<file path="src/rtl/acc_core_pkg.sv">
package acc_core_pkg;

  localparam int BYTE_W = 8;

  localparam logic [7:0] OPC_LDA_IMM = 8'hA9;
  localparam logic [7:0] OPC_LDA_ZP  = 8'hA5;
  localparam logic [7:0] OPC_LDA_ABS = 8'hAD;
  localparam logic [7:0] OPC_STA_ZP  = 8'h85;
  localparam logic [7:0] OPC_STA_ZPX = 8'h95;
  localparam logic [7:0] OPC_TAX     = 8'hAA;
  localparam logic [7:0] OPC_INX     = 8'hE8;
  localparam logic [7:0] OPC_STOP    = 8'h00;

  typedef enum logic [3:0] {
    ST_VEC_LO, ST_VEC_HI, ST_VEC_SET, ST_FETCH, ST_DECODE,
    ST_OPND, ST_OPND2, ST_MEM, ST_LOAD, ST_HALT
  } state_t;

  typedef enum logic [3:0] {
    K_LDA_IMM, K_LDA_ZP, K_LDA_ABS, K_STA_ZP, K_STA_ZPX,
    K_TAX, K_INX, K_STOP, K_BAD
  } kind_t;

  function automatic logic kind_has_operand(kind_t k);
    return (k == K_LDA_IMM) || (k == K_LDA_ZP) || (k == K_LDA_ABS) ||
           (k == K_STA_ZP) || (k == K_STA_ZPX);
  endfunction

  function automatic logic kind_is_store(kind_t k);
    return (k == K_STA_ZP) || (k == K_STA_ZPX);
  endfunction

endpackage

</file>
<file path="src/rtl/acc_core_decode.sv">
module acc_core_decode
  import acc_core_pkg::*;
(
  input  logic [BYTE_W-1:0] opcode,
  output kind_t             kind
);
  always_comb begin
    unique case (opcode)
      OPC_LDA_IMM: kind = K_LDA_IMM;
      OPC_LDA_ZP:  kind = K_LDA_ZP;
      OPC_LDA_ABS: kind = K_LDA_ABS;
      OPC_STA_ZP:  kind = K_STA_ZP;
      OPC_STA_ZPX: kind = K_STA_ZPX;
      OPC_TAX:     kind = K_TAX;
      OPC_INX:     kind = K_INX;
      OPC_STOP:    kind = K_STOP;
      default:     kind = K_BAD;
    endcase
  end
endmodule

</file>
<file path="src/rtl/acc_core_zn.sv">
module acc_core_zn #(
  parameter int DATA_W = 8,
  parameter int ZF_BIT = 1,
  parameter int NF_BIT = 7
) (
  input  logic [DATA_W-1:0] result,
  input  logic [DATA_W-1:0] status_in,
  output logic [DATA_W-1:0] status_out
);
  always_comb begin
    status_out         = status_in;
    status_out[ZF_BIT] = (result == '0);
    status_out[NF_BIT] = result[DATA_W-1];
  end
endmodule

</file>
<file path="src/rtl/acc_core.sv">
module acc_core
  import acc_core_pkg::*;
#(
  parameter int              ADDR_W   = 16,
  parameter logic [ADDR_W-1:0] VEC_ADDR = 16'hFFFC,
  parameter int              ZF_BIT   = 1,
  parameter int              NF_BIT   = 7
) (
  input  logic              clk,
  input  logic              rst,
  output logic [ADDR_W-1:0] mem_addr,
  output logic              mem_we,
  output logic [BYTE_W-1:0] mem_wdata,
  input  logic [BYTE_W-1:0] mem_rdata,
  output logic              halted,
  output logic              illegal_op,
  output logic [BYTE_W-1:0] acc_a,
  output logic [BYTE_W-1:0] idx_x,
  output logic [BYTE_W-1:0] idx_y,
  output logic [BYTE_W-1:0] status_flags
);
  localparam int HI_W = ADDR_W - BYTE_W;

  state_t            state;
  kind_t             kind_q, dec_kind;
  logic [ADDR_W-1:0] pc, ea;
  logic [BYTE_W-1:0] a_q, x_q, y_q, st_q;
  logic              halt_q, bad_q;
  logic [BYTE_W-1:0] zn_src, zn_out;

  acc_core_decode u_dec (
    .opcode (mem_rdata),
    .kind   (dec_kind)
  );

  // Flag source: register transfers in decode, memory data otherwise
  always_comb begin
    if (state == ST_DECODE)
      zn_src = (dec_kind == K_TAX) ? a_q : x_q + 8'd1;
    else
      zn_src = mem_rdata;
  end

  acc_core_zn #(.DATA_W(BYTE_W), .ZF_BIT(ZF_BIT), .NF_BIT(NF_BIT)) u_zn (
    .result     (zn_src),
    .status_in  (st_q),
    .status_out (zn_out)
  );

  always_ff @(posedge clk) begin
    if (rst) begin
      state  <= ST_VEC_LO;
      kind_q <= K_STOP;
      pc     <= '0;
      ea     <= '0;
      a_q    <= '0;
      x_q    <= '0;
      y_q    <= '0;
      st_q   <= '0;
      halt_q <= 1'b0;
      bad_q  <= 1'b0;
    end else begin
      unique case (state)
        ST_VEC_LO: state <= ST_VEC_HI;
        ST_VEC_HI: begin
          ea[BYTE_W-1:0] <= mem_rdata;
          state          <= ST_VEC_SET;
        end
        ST_VEC_SET: begin
          pc    <= {mem_rdata, ea[BYTE_W-1:0]};
          state <= ST_FETCH;
        end
        ST_FETCH: begin
          pc    <= pc + 1'b1;
          state <= ST_DECODE;
        end
        ST_DECODE: begin
          kind_q <= dec_kind;
          if (kind_has_operand(dec_kind)) begin
            pc    <= pc + 1'b1;
            state <= ST_OPND;
          end else begin
            unique case (dec_kind)
              K_TAX: begin
                x_q   <= a_q;
                st_q  <= zn_out;
                state <= ST_FETCH;
              end
              K_INX: begin
                x_q   <= x_q + 8'd1;
                st_q  <= zn_out;
                state <= ST_FETCH;
              end
              K_STOP: begin
                halt_q <= 1'b1;
                state  <= ST_HALT;
              end
              default: begin
                halt_q <= 1'b1;
                bad_q  <= 1'b1;
                state  <= ST_HALT;
              end
            endcase
          end
        end
        ST_OPND: begin
          unique case (kind_q)
            K_LDA_IMM: begin
              a_q   <= mem_rdata;
              st_q  <= zn_out;
              state <= ST_FETCH;
            end
            K_STA_ZPX: begin
              ea    <= {{HI_W{1'b0}}, mem_rdata + x_q};
              state <= ST_MEM;
            end
            K_LDA_ABS: begin
              ea[BYTE_W-1:0] <= mem_rdata;
              pc             <= pc + 1'b1;
              state          <= ST_OPND2;
            end
            default: begin
              ea    <= {{HI_W{1'b0}}, mem_rdata};
              state <= ST_MEM;
            end
          endcase
        end
        ST_OPND2: begin
          ea[ADDR_W-1:BYTE_W] <= mem_rdata[HI_W-1:0];
          state               <= ST_MEM;
        end
        ST_MEM: state <= kind_is_store(kind_q) ? ST_FETCH : ST_LOAD;
        ST_LOAD: begin
          a_q   <= mem_rdata;
          st_q  <= zn_out;
          state <= ST_FETCH;
        end
        default: state <= ST_HALT;
      endcase
    end
  end

  always_comb begin
    unique case (state)
      ST_VEC_LO: mem_addr = VEC_ADDR;
      ST_VEC_HI: mem_addr = VEC_ADDR + 1'b1;
      ST_MEM:    mem_addr = ea;
      default:   mem_addr = pc;
    endcase
  end

  assign mem_we       = (state == ST_MEM) && kind_is_store(kind_q);
  assign mem_wdata    = a_q;
  assign halted       = halt_q;
  assign illegal_op   = bad_q;
  assign acc_a        = a_q;
  assign idx_x        = x_q;
  assign idx_y        = y_q;
  assign status_flags = st_q;

endmodule

</file>
<file path="config.mk">
export PLATFORM = sky130hd
export DESIGN_NAME = acc_core
export DESIGN_NICKNAME = d
export VERILOG_FILES = /design/src/rtl/acc_core_pkg.sv /design/src/rtl/acc_core_decode.sv /design/src/rtl/acc_core_zn.sv /design/src/rtl/acc_core.sv
export SDC_FILE = /design/constraint.sdc
export NUM_CORES = 1
export LEC_CHECK = 0
export ABC_AREA = 1
export BUFFER_PORTS_ARGS = -buffer_cell sky130_fd_sc_hd__buf_2
export CAP_MARGIN = 20
export CELL_PAD_IN_SITES_DETAIL_PLACEMENT = 1
export CELL_PAD_IN_SITES_GLOBAL_PLACEMENT = 2
export CORE_ASPECT_RATIO = 0.7
export CORE_MARGIN = 1.5
export CORE_UTILIZATION = 31
export CTS_BUF_LIST = sky130_fd_sc_hd__clkbuf_4 sky130_fd_sc_hd__clkbuf_8
export CTS_CLUSTER_DIAMETER = 60
export DETAILED_ROUTE_END_ITERATION = 10
export PLACE_DENSITY = 0.92
export SYNTH_ARGS = -nofsm -noshare
export SYNTH_HDL_FRONTEND = slang
export SYNTH_HIERARCHICAL = 1
export SYNTH_SLANG_ARGS = --single-unit
</file>
<file path="constraint.sdc">
create_clock -name clk -period 2.5 [get_ports clk]
set_input_delay 0.375 -clock clk [delete_from_list [all_inputs] [get_ports clk]]
set_output_delay 0.375 -clock clk [all_outputs]
set_load 0.02 [all_outputs]
</file>
Word level (Yosys, flattened, before mapping)
Cells that the tools add are included.
- input bits: 10
- output and inout bits: 59
- word-level logic and storage cells: 100
- register bits: 60
- eq/ne operators: 32
- reduce and logical (&&, ||, !) cells: 29
- bitwise operators: 3
- mux-type cells: 23
- $add $sub $neg: 3
- operators with widths (kind ; number):
    8-bit case mux with 2 select lines ; 5
    16-bit case mux with 4 select lines ; 1
    4-bit case mux with 8 select lines ; 2
    8-bit equality test, second input constant ; 7
    8-bit 2-to-1 mux ; 7
    16-bit case mux with 3 select lines ; 1
    4-bit by 3-bit equality test with 1-bit output, second input constant ; 9
    16-bit 2-to-1 mux ; 2
    4-bit by 2-bit equality test with 1-bit output, second input constant ; 6
    8-bit case mux with 3 select lines ; 1
    16-bit by 1-bit adder with 16-bit output, second input constant ; 1
    8-bit zero test ; 2
    4-bit zero test ; 3
    4-bit 2-to-1 mux ; 3
    3-bit AND reduction ; 4
    8-bit by 1-bit adder with 8-bit output, second input constant ; 1
    8-bit adder ; 1
    4-bit by 1-bit equality test with 1-bit output, second input constant ; 2
    2-bit inequality test, second input constant ; 4
    2-bit nonzero test ; 4
    2-bit by 1-bit inequality test with 1-bit output, second input constant ; 3
    3-bit case mux with 2 select lines ; 1
    2-bit AND reduction ; 3
    2-bit OR reduction ; 3
    other kinds (8) ; 14

Depth between registers and ports, before layout
- depth after elaboration: 9
- depth in mapped cells: 22
- mapped depth without buffers: 21

By module
The synthesis kept the hierarchy.
- modules (own cells, without submodules) (module ; times used ; cells an instance ; area an instance (µm²) ; sequential area each (µm²)):
    acc_core ; 1 ; 686 ; 4287.9 ; 1321.3
    acc_core_decode ; 1 ; 55 ; 234.0 ; 0.0
    acc_core_zn ; 1 ; 14 ; 78.8 ; 0.0

Worst setup path before layout
OpenSTA, ideal clock, no wires.
- path kind: input-to-reg
- from: input mem_rdata[0]
- to: register st_q[1], in the netlist status_flags[1]
- arrival time: 1968 ps
- path buffers: 1
- stages: 22
- library setup time: 113 ps
- required time: 2387 ps
- path slack: 420 ps
- cells stage by stage: inv_1 > nor2_2 > nand2_1 > inv_1 > nand2_1 > nand3_1 > inv_1 > nor2_1 > nand3_1 > buf_2 > inv_1 > nand2_1 > nand2_1 > inv_1 > a21oi_1 > nor2_1 > nand2_1 > nor2_1 > inv_1 > nand2_1 > nand2_1 > nor2_1
- word-level cells in the longest chain between the ends: 9
- elaborated cells on any way between the ends: 31
- those cells by class: eq/ne (15); mux (7); reduce/logical (9)
- ends and longest elaborated chain (element ; line ; RTL):
    start: declaration ; acc_core.sv:14 ; input logic [BYTE_W-1:0] mem_rdata,
    8-bit equality test or 8-bit zero test (tied branches) ; acc_core_decode.sv:8 ; unique case (opcode)
    4-bit case mux with 8 select lines (*) ; acc_core_decode.sv:8 ;
    named net dec_kind[2] ; acc_core.sv:25 ; kind_t kind_q, dec_kind;
    4-bit by 3-bit equality test with 1-bit output (*) ; acc_core.sv:39 ; zn_src = (dec_kind == K_TAX) ? a_q : x_q + 8'd1;
    8-bit 2-to-1 mux (*) ; acc_core.sv:39 ;
    8-bit 2-to-1 mux (*) ; acc_core.sv:38 ; if (state == ST_DECODE)
    named net zn_src[7] ; acc_core.sv:29 ; logic [BYTE_W-1:0] zn_src, zn_out;
    8-bit zero test (*) ; acc_core_zn.sv:12 ; status_out[ZF_BIT] = (result == '0);
    named net zn_out[1] ; acc_core.sv:29 ;
    8-bit 2-to-1 mux ; acc_core.sv:83 ; unique case (dec_kind)
    8-bit 2-to-1 mux ; acc_core.sv:79 ; if (kind_has_operand(dec_kind)) begin
    8-bit case mux with 3 select lines (*) ; acc_core.sv:63 ; unique case (state)
    end signal: assignment ; acc_core.sv:86 ; st_q <= zn_out;
    end signal: assignment ; acc_core.sv:91 ; st_q <= zn_out;
    end signal: assignment ; acc_core.sv:110 ; st_q <= zn_out;
    end: declaration ; acc_core.sv:27 ; logic [BYTE_W-1:0] a_q, x_q, y_q, st_q;
Mark *: on every way through the listed nets, which the timed path passes. The rest lies on a longest branch. The select of a mux whose other input is x is not followed.
A chain may end at the register's enable or synchronous reset.

Final worst setup path
- from: register state[2]
- to: output mem_addr[11]
- word-level cells in the longest chain between the ends: 2
- elaborated cells on any way between the ends: 4
- those cells by class: eq/ne (2); mux (1); reduce/logical (1)
- ends and longest elaborated chain (element ; line ; RTL):
    start: declaration ; acc_core.sv:24 ; state_t state;
    start signal: assignment ; acc_core.sv:132 ; ST_MEM: state <= kind_is_store(kind_q) ? ST_FETCH : ST_LOAD;
    4-bit by 3-bit equality test with 1-bit output, or another cell as far along ; acc_core.sv:144 ; unique case (state)
    16-bit case mux with 3 select lines (*) ; acc_core.sv:144 ;
    end: declaration ; acc_core.sv:11 ; output logic [ADDR_W-1:0] mem_addr,
Every way passes the cells marked *; elsewhere a longest branch is shown, timed or not.

==> out/qor.txt <==
Crit-path max cell delay = 480 ps
FP Rows = 37
DRC violations left = 0
Clock root cell = clkbuf_8
LEAKAGE = 0.00244 uW
Arr. time, crit path = 1950 ps
Clk sink count = 66
Clock-pin transition on the worst setup and hold timing paths = 80 ps
Critical-path cell list = nand2_2, nor2_1, inv_2, nand2_2, o21ai_0, inv_1, buf_2
Layout cells sized above 1 = 0.165
Dpl ws = 33.3 ps
Worst path depth = 7
Placed Area = 5080 sq um
Via count = 4857
RSZ-0062 raised after global routing = no
Maxcap violations = 0
Die area = 15600 sq um
Final Hold Viols = 0
Post-CTS setup buffer count = 0
Avg Vias per Cell = 4.80
DRT antenna net count = 0
Avg Synthesized Cell Area = 6.09 sq um
Num CTS Buffers = 9
Worst-Margin Slew = 656 ps
Worst min path class = primary input to register
Min-Delay Endpoint = ea[8]
Seq/Total Area, Yosys = 0.287
Core outline area = 14600 sq um
R2r endpoint = status_flags[1]
Final nets = 831
Setup crit end kind = output port
Max Clock Skew = 7.68 ps
Fillers = 1998
I/O pin count = 69
Placed instance count = 995
Diodes inserted = 0
Hold path start = mem_rdata[0]
Initial cell density of the core = 0.315
Crit path kind = register to output port
Ys flop type = dfxtp_1
CTS Hold Buffers Added = 0
Worst hold path depth = 3
Startpoint Class = register
Register-to-Register Setup Slack = 400 ps
Worst r2r path cells = 13
Status = finished, final reports clean
Clock Path Buffers = 2
Number of synthesized flops with an enable pin = 0
Fmax achieved = 429 MHz
Overall global routing resource usage = 0.206
Final max-slew violation count = 0
Ys async rst share = 0
R2r startpoint = idx_x[0]
Post-route cell area = 5340 sq um
CTS tree = done
Flop and latch count out of synthesis = 66
Syn. warnings = 6
Largest net degree at the start of global routing = 40
Req. time, crit path = 2120 ps
Height of the die = 105 microns
Top cells by count, synth = nand2_1, inv_1, nor2_1
Post-DP HPWL = 11400 microns
GRT Residual Overflow = 0
Iteration-0 DRC Markers = 298
Fin cells = 1011
Post-layout min period = 2330 ps
Max H-tree Level = 3
Die width = 149 microns
WL/cell = 15.0 microns
I/O Buffers = 60
CP bufs+invs = 3
Smallest hold slack = 361 ps
Total Wirelength = 15200 microns
Final setup vio count = 0
Drt pass-1 iters = 4
Cell Pwr Density = 759 nW/um^2
Placer Congestion = 0.842
Worst path slowest cell = dfxtp_1
Most frequent cell after synthesis = nand2_1
Clock Latency Late Sink = 360 ps
Most frequent CP cell = nand2_2
CP top delay family = simple AND/OR/NAND/NOR gates
Post-synthesis cell type count = 37
Cell taking the most area after synthesis = dfxtp_1
Peak VDD IR = 0.199 mV
Worst-path fanout max = 13
Worst Slack Setup Final = 170 ps
Worst relative slew slack = 0.563
First-pass GRT wire length = 25000 microns
Gate Count Post-Synth = 755
Post-CTS Resized = 1
Initial antenna violation count = 0
Final Cycle Share = 0.932
Area contributors post-synth = dfxtp_1, nand2_1, inv_1
Area grow syn2layout = 16.0%
Synthesized area = 4600 sq um
Vias in the first global route = 4635
Yosys top cell area share = 0.287
TNS Setup = 0 ps
report_power, final:
| group | leakage (uW) | internal, uW | switching (uW) |
|---|---|---|---|
| Clock | 0.000129 | 714 | 455 |
| Sequential | 0.000536 | 1220 | 185 |
| Combinational | 0.00177 | 486 | 992 |
| Total | 0.00244 | 2420 | 1630 |
how the worst max path moves through the flow:
stage,from,to,slack [ps]
floorplan,mem_rdata[0],status_flags[1],420
global placement,mem_rdata[1],status_flags[1],60
detailed placement,mem_rdata[6],status_flags[1],30
CTS,state[2],mem_addr[11],170
global route,state[0],mem_addr[11],10
finish,state[2],mem_addr[11],170
metrics by stage:
| step | power [uW] | utilization |
|---|---|---|
| floorplan | 2440 | - |
| global placement | 2890 | 0.349 |
| detailed placement | 2900 | 0.349 |
| CTS | 4100 | 0.366 |
| global route | 4370 | 0.366 |
| finish | 4050 | 0.366 |
per-layer routing:
metal,global-route usage,share of wire,vias up
met3,0.0472,0.048,9
met2,0.292,0.42,108
met4,0.0389,0.0067,0
li1,-,-,2469
met1,0.312,0.53,2271
met5,0,0,-
cell usage in the layout (no fill, tap or decap), types with 9 or more instances in the layout:
cell type	n
nand3_1	40
ha_1	9
a21oi_1	60
nor2_1	91
buf_2	60
nor2_2	9
o21ai_0	59
clkbuf_8	11
o21ai_1	10
buf_4	25
nand3b_1	14
nand2_1	195
inv_1	98
dfxtp_1	66
state kept, by name (all words and copies together), names as in the netlist:
name	cells
pc	16
state	4
ea	16
idx_x	8
illegal_op	1
halted	1
acc_a	8
kind_q	4
status_flags	8
worst register-to-register path, delay by kind of cell, from the launching register on:
kind,cells,cell delay (ps)
flip-flops,1,520
AND/OR/NAND/NOR,10,930
XOR/XNOR,1,290
buffers and inverters,1,40
AO/OA/AOI/OAI,1,190
logic make-up after synthesis:
family / after synthesis / synth area share
buffers and inverters: 154 / 0.151
other: 1 / 0.000815
DFF: 66 / 0.287
adders and majority gates: 10 / 0.0288
xor gates and xnor gates: 10 / 0.0190
AOI/OAI and AO/OA: 144 / 0.165
and+or+nand+nor: 370 / 0.348
final cells by class:
cell class,count,area (sq um),share of cell area
Inverter,106,400,0.0750
Clock inverter,5,100,0.0188
Tap cell,195,244,0.0457
Timing Repair Buffer,86,508,0.0952
Multi-Input combinational cell,542,2610,0.489
Clock buffer,11,151,0.0284
Sequential cell,66,1320,0.248
(Power assumes the default switching activity.)
